$ cat src/rtl/modaddr_pkg.sv
package modaddr_pkg;

  typedef enum logic [1:0] {
    SZ_ONE  = 2'd0,
    SZ_TWO  = 2'd1,
    SZ_FOUR = 2'd2,
    SZ_ALT4 = 2'd3
  } step_size_e;

  // log2 of the step selected by a size code
  function automatic int unsigned size_shift(input logic [1:0] code);
    case (step_size_e'(code))
      SZ_ONE:  return 0;
      SZ_TWO:  return 1;
      default: return 2;
    endcase
  endfunction

endpackage

$ cat src/rtl/modaddr_cfg_regs.sv
module modaddr_cfg_regs #(
  parameter int AW = 16
) (
  input  logic          clk,
  input  logic          rst,
  input  logic          base_we,
  input  logic [AW-1:0] base_wdata,
  input  logic          limit_we,
  input  logic [AW-1:0] limit_wdata,
  input  logic          mode_we,
  input  logic          mode_wdata,
  output logic [AW-1:0] base_q,
  output logic [AW-1:0] limit_q,
  output logic          mode_q
);

  always_ff @(posedge clk) begin
    if (rst) begin
      base_q  <= '0;
      limit_q <= '0;
      mode_q  <= 1'b0;
    end else begin
      if (base_we)  base_q  <= base_wdata;
      if (limit_we) limit_q <= limit_wdata;
      if (mode_we)  mode_q  <= mode_wdata;
    end
  end

  a_r7_base_write: assert property (@(posedge clk) disable iff (rst)
    base_we |=> base_q == $past(base_wdata));

  a_r7_limit_write: assert property (@(posedge clk) disable iff (rst)
    limit_we |=> limit_q == $past(limit_wdata));

  a_r7_mode_hold: assert property (@(posedge clk) disable iff (rst)
    !mode_we |=> $stable(mode_q));

endmodule

$ cat src/rtl/modaddr_next_calc.sv
module modaddr_next_calc
  import modaddr_pkg::*;
#(
  parameter int AW = 16
) (
  input  logic          mode,
  input  logic [1:0]    size_code,
  input  logic [AW-1:0] cur_addr,
  input  logic [AW-1:0] base_addr,
  input  logic [AW-1:0] limit_addr,
  output logic [AW-1:0] step_inc,
  output logic [AW-1:0] limit_aligned,
  output logic          at_limit,
  output logic [AW-1:0] next_addr
);

  localparam logic [AW-1:0] ONE = {{(AW-1){1'b0}}, 1'b1};

  function automatic logic [AW-1:0] step_amount(input int unsigned sh);
    return ONE << sh;
  endfunction

  // power-of-two step: clearing the bits below the step size
  function automatic logic [AW-1:0] align_down(input logic [AW-1:0] v,
                                               input logic [AW-1:0] amt);
    return v & ~(amt - ONE);
  endfunction

  logic [AW-1:0] sum_addr;

  assign step_inc      = step_amount(size_shift(size_code));
  assign limit_aligned = align_down(limit_addr, step_inc);
  assign at_limit      = mode && (cur_addr == limit_aligned);
  assign sum_addr      = cur_addr + step_inc;
  assign next_addr     = at_limit ? base_addr : sum_addr;

endmodule

$ cat src/rtl/modaddr_step_unit.sv
module modaddr_step_unit #(
  parameter int AW = 16
) (
  input  logic          clk,
  input  logic          rst,
  input  logic          base_we,
  input  logic [AW-1:0] base_wdata,
  input  logic          limit_we,
  input  logic [AW-1:0] limit_wdata,
  input  logic          mode_we,
  input  logic          mode_wdata,
  input  logic          step_en,
  input  logic [AW-1:0] cur_addr,
  input  logic [1:0]    size_code,
  output logic [AW-1:0] next_addr,
  output logic          wrapped
);

  logic [AW-1:0] base_q, limit_q;
  logic          mode_q;
  logic [AW-1:0] step_inc, limit_aligned, calc_next;
  logic          at_limit;

  modaddr_cfg_regs #(.AW(AW)) u_cfg (
    .clk         (clk),
    .rst         (rst),
    .base_we     (base_we),
    .base_wdata  (base_wdata),
    .limit_we    (limit_we),
    .limit_wdata (limit_wdata),
    .mode_we     (mode_we),
    .mode_wdata  (mode_wdata),
    .base_q      (base_q),
    .limit_q     (limit_q),
    .mode_q      (mode_q)
  );

  modaddr_next_calc #(.AW(AW)) u_calc (
    .mode          (mode_q),
    .size_code     (size_code),
    .cur_addr      (cur_addr),
    .base_addr     (base_q),
    .limit_addr    (limit_q),
    .step_inc      (step_inc),
    .limit_aligned (limit_aligned),
    .at_limit      (at_limit),
    .next_addr     (calc_next)
  );

  always_ff @(posedge clk) begin
    if (rst) begin
      next_addr <= '0;
      wrapped   <= 1'b0;
    end else begin
      wrapped <= step_en && at_limit;
      if (step_en) next_addr <= calc_next;
    end
  end

  a_r6_hold_when_idle: assert property (@(posedge clk) disable iff (rst)
    !step_en |=> $stable(next_addr));

  a_r6_no_flag_when_idle: assert property (@(posedge clk) disable iff (rst)
    !step_en |=> !wrapped);

  a_r4_reload_base: assert property (@(posedge clk) disable iff (rst)
    (step_en && at_limit) |=> (wrapped && next_addr == $past(base_q)));

  a_r3_plain_add: assert property (@(posedge clk) disable iff (rst)
    (step_en && !mode_q) |=> (!wrapped && next_addr == $past(cur_addr + step_inc)));

  a_r8_match_aligned: assert property (@(posedge clk) disable iff (rst)
    (step_en && mode_q && cur_addr != limit_aligned) |=> !wrapped);

endmodule

$ cat config.mk
export PLATFORM = sky130hd
export DESIGN_NAME = modaddr_step_unit
export DESIGN_NICKNAME = d
export VERILOG_FILES = /design/src/rtl/modaddr_pkg.sv /design/src/rtl/modaddr_cfg_regs.sv /design/src/rtl/modaddr_next_calc.sv /design/src/rtl/modaddr_step_unit.sv
export SDC_FILE = /design/constraint.sdc
export NUM_CORES = 1
export LEC_CHECK = 0
export ABC_AREA = 0
export BUFFER_PORTS_ARGS = -buffer_cell sky130_fd_sc_hd__buf_2
export CORE_MARGIN = 3
export CORE_UTILIZATION = 55
export DETAILED_ROUTE_END_ITERATION = 10
export PLACE_DENSITY = 0.84
export SETUP_SLACK_MARGIN = 0.3
export SLEW_MARGIN = 20
export SYNTH_ARGS = -nofsm -noshare
export SYNTH_HDL_FRONTEND = slang
export SYNTH_SLANG_ARGS = --single-unit
$ cat constraint.sdc
create_clock -name clk -period 3.28 [get_ports clk]
set_clock_uncertainty 0.05 [all_clocks]
set_input_delay 0.656 -clock clk [delete_from_list [all_inputs] [get_ports clk]]
set_output_delay 0.656 -clock clk [all_outputs]
set_load 0.05 [all_outputs]
# == After elaboration in Yosys (flattened, before gate mapping) ==
# Index checks and enable logic that the tools add are counted.
# op_classes
n_mux,2
add_sub_neg,2
div_mod_pow,0
reduce_logical,3
eq_ne,2
bitwise,2
n_shift,1
multipliers,0
magnitude_cmp,0
# ops
operator,n
$add A16 B16 Y16,1
$and A16 B16 Y16,1
$eq A16 B16 Y1,1
$mux W16,1
$not A16 Y16,1
$shl A1 B2 Y16 const A,1
$sub A16 B1 Y16 const B,1
$pmux W2 S2,1
$eq A2 B1 Y1 const B,1
$logic_and A1 B1 Y1,2
$logic_not A2 Y1,1
# totals
memories,0
ff_bits,50
output_inout_bits,17
romBits,0
latchBits,0
mem_bits_rw,0

# == Depth between registers and ports, before layout ==
# logic_depth
word_depth,9
ltp_mapped,8

# == Modules after synthesis ==
# From an unflattened synthesis, not the netlist that was laid out.
# hier_totals
hier_cells,289
hier_area_um2,2805.2
# modules_own_cells
mod,instances,cells_per_inst,area_each_um2,seq_area_each_um2
modaddr_cfg_regs,1,107,1196.1,660.6
modaddr_next_calc,1,127,999.7,0.0
modaddr_step_unit,1,55,609.3,340.3

# == Worst setup path after synthesis ==
# No wires, ideal clock.
# synth_timing
path_kind,input -> register
start,input size_code[1]
end,register next_addr[8]
setup_time_ns,0.106
path_stages,8
setup_slack_ns,0.950
arrival_ns,2.174
path_cell_list,nor2_2 -> ha_1 -> fa_1 -> a211oi_1 -> nor2_1 -> and3_1 -> xnor2_1 -> o311ai_0
# synth_between
elab_chain_cells,9
elab_cells_between_ends,11
# synth_lines
item,line,text
"start, declared",modaddr_step_unit.sv:14,"input logic [1:0] size_code,"
$eq A2 B1 Y1 / $logic_not A2 Y1 (equally long branches),modaddr_pkg.sv:12,case (step_size_e'(code))
$pmux W2 S2 (*),modaddr_pkg.sv:12,
$shl A1 B2 Y16 (*),modaddr_next_calc.sv:20,return ONE << sh;
$sub A16 B1 Y16,modaddr_next_calc.sv:26,return v & ~(amt - ONE);
$not A16 Y16,modaddr_next_calc.sv:26,
$and A16 B16 Y16,modaddr_next_calc.sv:26,
$eq A16 B16 Y1,modaddr_next_calc.sv:33,assign at_limit = mode && (cur_addr == limit_aligned);
$logic_and A1 B1 Y1,modaddr_next_calc.sv:33,
$mux W16 (*),modaddr_next_calc.sv:35,assign next_addr = at_limit ? base_addr : sum_addr;
"end signal, assigned",modaddr_step_unit.sv:56,if (step_en) next_addr <= calc_next;
"end, declared",modaddr_step_unit.sv:15,"output logic [AW-1:0] next_addr,"
# Every way passes the cells marked *; elsewhere a longest branch is shown, timed or not.
# A chain may end at the register's enable or synchronous reset.

# == Worst setup path in the final report ==
# Ends and elaborated chain as after synthesis.

==> summary.md <==
| Metric | Value |
|---|---|
| Total number of yosys warnings | 0 |
| Share of post-route cells with drive strength above 1 | 0.2507 |
| Main combinational cell family by area after synthesis | simple AND/OR/NAND/NOR gates |
| Routed Antenna Nets | 0 |
| P_sw | 0.3789 mW |
| Total track usage | 0.2194 |
| Power Density | 430.1 mW/mm^2 |
| CP Max Fanout | 5 |
| Reg2reg path depth | 5 |
| Status | finished clean |
| Die Y | 74.19 um |
| Clk_lat worst skew | 0.31 ns |
| Mapped Area | 0.002557 mm^2 |
| Cts hold-fix bufs | 0 |
| Die Wd | 74.19 um |
| Final nets | 404 |
| First-pass GRT wire length | 9259 um |
| Initial antenna violation count | 0 |
| Via density per instance | 5.557 |
| Slew HR | 0.5778 |
| Initial Util | 0.5794 |
| Adder-cell share of the synthesized area | 0.02740 |
| DR pass1 iterations | 4 |
| CTS H-tree depth | 2 |
| WHS Path Cells | 2 |
| CP peak stage delay | 0.43 ns |
| Crit Path Category | input pin to flip-flop |
| RSZ-0062 raised after global routing | no |
| Max VDD drop | 0.2750 mV |
| Fmax | 437.6 MHz |
| Max Cap Viol | 0 |
| CTS root buf | clkbuf_8 |
| Slew @ Worst Pin | 0.6326 ns |
| Hold Path Class | flip-flop to flip-flop |
| Area growth, synth to finish | 17.81% |
| Final hold violation count | 0 |
| Routed wire length | 5641 um |
| Slew Limit Fails | 0 |
| Total grt overflow | 0 |
| Net Sw Frac | 0.2924 |
| CP arrival | 2.44 ns |
| Most frequent cells in the layout | 73 x buf_2, 50 x dfxtp_1, 39 x nor2_1, 33 x mux2i_1, 23 x nand3_1 |
| Maximum clock path buffer count | 2 |
| CTS resizes | 0 |
| Vias in the first global route | 2,038 |
| Syn Inst Count | 279 |
| Die area | 0.005504 mm^2 |
| Compound-Gate Fraction of Synth Area | 0.1057 |
| First DRT Iteration DRCs | 112 |
| Int Pwr | 0.9171 mW |
| Post-synth cell types | 38 |
| Final setup viols | 0 |
| Static Leak | 1.411 nW |
| Post-synthesis sequential area ratio | 0.3914 |
| Seq pwr share | 0.514 |
| Final TNS setup | 0 ns |
| Logic pwr share | 0.199 |
| Average wire per standard cell | 14.28 um |
| Post-Syn Nets | 341 |
| Average size of a mapped cell | 9.166 um^2 |
| Yosys reg bits | 50 |
| Largest net degree at the start of global routing | 36 |
| Final period utilization | 0.6967 |
| Crit path capture type | flip-flop |
| Xor/xnor share of the synthesized area | 0.09932 |
| Site row count | 24 |
| TritonCTS buffer count | 5 |
| CTS tree | yes |
| Startpoint Class | input pin |
| WP data required | 3.44 ns |
| DRC | 0 |
| Post-synthesis mux area share | 0.1292 |
| Cells along the critical path | buf_2 > nor2_2 > ha_1 > fa_1 > a211oi_1 > nor2_1 > and3_1 > xnor2_1 > o311ai_0 |
| Simple logic cell fraction of the synthesized area | 0.2021 |
| Clock share of power | 0.287 |
| Clk slew on worst S/H paths | 0.09 ns |
| I/O Pins | 74 |
| Clock sinks | 50 |
| GP Congestion | 0.8010 |
| Port Buffers | 73 |
| Vias | 2,195 |
| Core area | 0.004414 mm^2 |
| Most common cell after layout, fill and taps aside | buf_2 |
| Dpl hpwl | 4306 um |
| Crit-path slowest cell | fa_1 |
| WHS | 0.4361 ns |
| N_diodes | 0 |
| Fin crit period | 2.285 ns |
| Post-CTS setup buffers | 0 |
## critical path: cells and delay by family
family / cells / cell delay, ns
XOR/XNOR: 1 / 0.11
buffers and inverters: 1 / 0.11
AO/OA/AOI/OAI: 2 / 0.53
adder cells (fa/ha/maj): 2 / 0.63
AND/OR/NAND/NOR: 3 / 0.40
## kinds of logic after synthesis
kind of cell / after synthesis
and+or+nand+nor: 102
other: 1
xor gates and xnor gates: 29
AOI/OAI and AO/OA: 33
DFF: 50
buffers and inverters: 26
adders and majority gates: 5
muxes: 33
## metal layers
metal  up-vias  global-route usage  share of wire
met1       991              0.2881           0.44
met4         0             0.08451          0.011
met2        81              0.3514           0.47
met5         -                   0              0
li1       1115                   -              -
met3         8             0.05000          0.085
## sequential cells by signal, indices dropped and copies added, names as in the netlist
| name | cells |
|---|---|
| wrapped | 1 |
| next_addr | 16 |
| u_cfg.limit_q | 16 |
| u_cfg.mode_q | 1 |
| u_cfg.base_q | 16 |
## power by group through the flow
stage          registers (mW)  logic [mW]  clock network [mW]
6_report                0.667       0.257               0.372
5_1_grt                 0.671       0.284               0.399
4_1_cts                 0.667       0.259               0.380
3_5_place_dp            0.681       0.258                   0
3_3_place_gp            0.680       0.253                   0
2_1_floorplan           0.724       0.132                   0
## area by class of cell
type / instances / area (um^2)
inverter: 6 / 22.52
timing repair buffer: 76 / 387.9
fill: 367 / 1401
multi-input combinational: 203 / 1445
sequential: 50 / 1001
clock inverter: 1 / 5.005
tap: 52 / 65.06
clock buffer: 7 / 86.33
## Yosys cell counts
| cell type | instances | share of area |
|---|---|---|
| clkbuf_1 | 15 | 0.022 |
| nand2_1 | 6 | 0.0088 |
| conb_1 | 1 | 0.0015 |
| nor2_1 | 39 | 0.057 |
| nor4_4 | 1 | 0.0083 |
| nand4_1 | 7 | 0.017 |
| dfxtp_1 | 50 | 0.39 |
| o311a_1 | 2 | 0.0078 |
| nor2_2 | 1 | 0.0024 |
| o21ai_0 | 2 | 0.0039 |
| a21o_1 | 2 | 0.0059 |
| a2111oi_4 | 1 | 0.011 |
| nand3_1 | 23 | 0.045 |
| o311ai_0 | 6 | 0.021 |
| buf_6 | 1 | 0.0044 |
| buf_1 | 1 | 0.0015 |
| a21oi_1 | 2 | 0.0039 |
| a211o_1 | 1 | 0.0034 |
| fa_1 | 1 | 0.0078 |
| a31oi_1 | 4 | 0.0098 |
| a311oi_1 | 2 | 0.0069 |
| buf_4 | 1 | 0.0029 |
| nor2b_1 | 1 | 0.0024 |
| nand4b_1 | 2 | 0.0069 |
| buf_2 | 2 | 0.0039 |
| and2_1 | 1 | 0.0024 |
| ha_1 | 4 | 0.020 |
| xnor2_1 | 18 | 0.062 |
| o21bai_1 | 1 | 0.0029 |
| inv_1 | 6 | 0.0088 |
| nand2b_1 | 1 | 0.0024 |
| and3_1 | 20 | 0.049 |
| xor2_1 | 11 | 0.038 |
| o211ai_1 | 2 | 0.0059 |
| mux2i_1 | 33 | 0.13 |
| a211oi_1 | 3 | 0.0088 |
| o311ai_1 | 1 | 0.0034 |
| o31ai_1 | 4 | 0.012 |
## through the flow
step	cell area, um^2	utilization	power [mW]	std cells	setup WS, ns
3_5_place_dp	2922	0.6618	0.9387	387	0.6264
3_3_place_gp	2922	0.6618	0.9323	387	0.7433
4_1_cts	3013	0.6825	1.306	395	0.9565
5_1_grt	3013	0.6825	1.354	395	0.7507
6_report	3013	0.6825	1.296	395	0.9947
2_1_floorplan	2557	-	0.8563	279	0.9504
## path summary, 6_finish.rpt
check,start,endpoint,slack [ns]
hold reg to reg,u_cfg.base_q[4]$_SDFFE_PP0P_,next_addr[4]$_SDFFE_PP0P_,0.44
setup / recovery,size_code[1],next_addr[8]$_SDFFE_PP0P_,0.99
hold / removal,u_cfg.base_q[4]$_SDFFE_PP0P_,next_addr[4]$_SDFFE_PP0P_,0.44
setup reg to reg,u_cfg.limit_q[15]$_SDFFE_PP0P_,next_addr[12]$_SDFFE_PP0P_,1.27
Power figures use the tool's default switching activity.
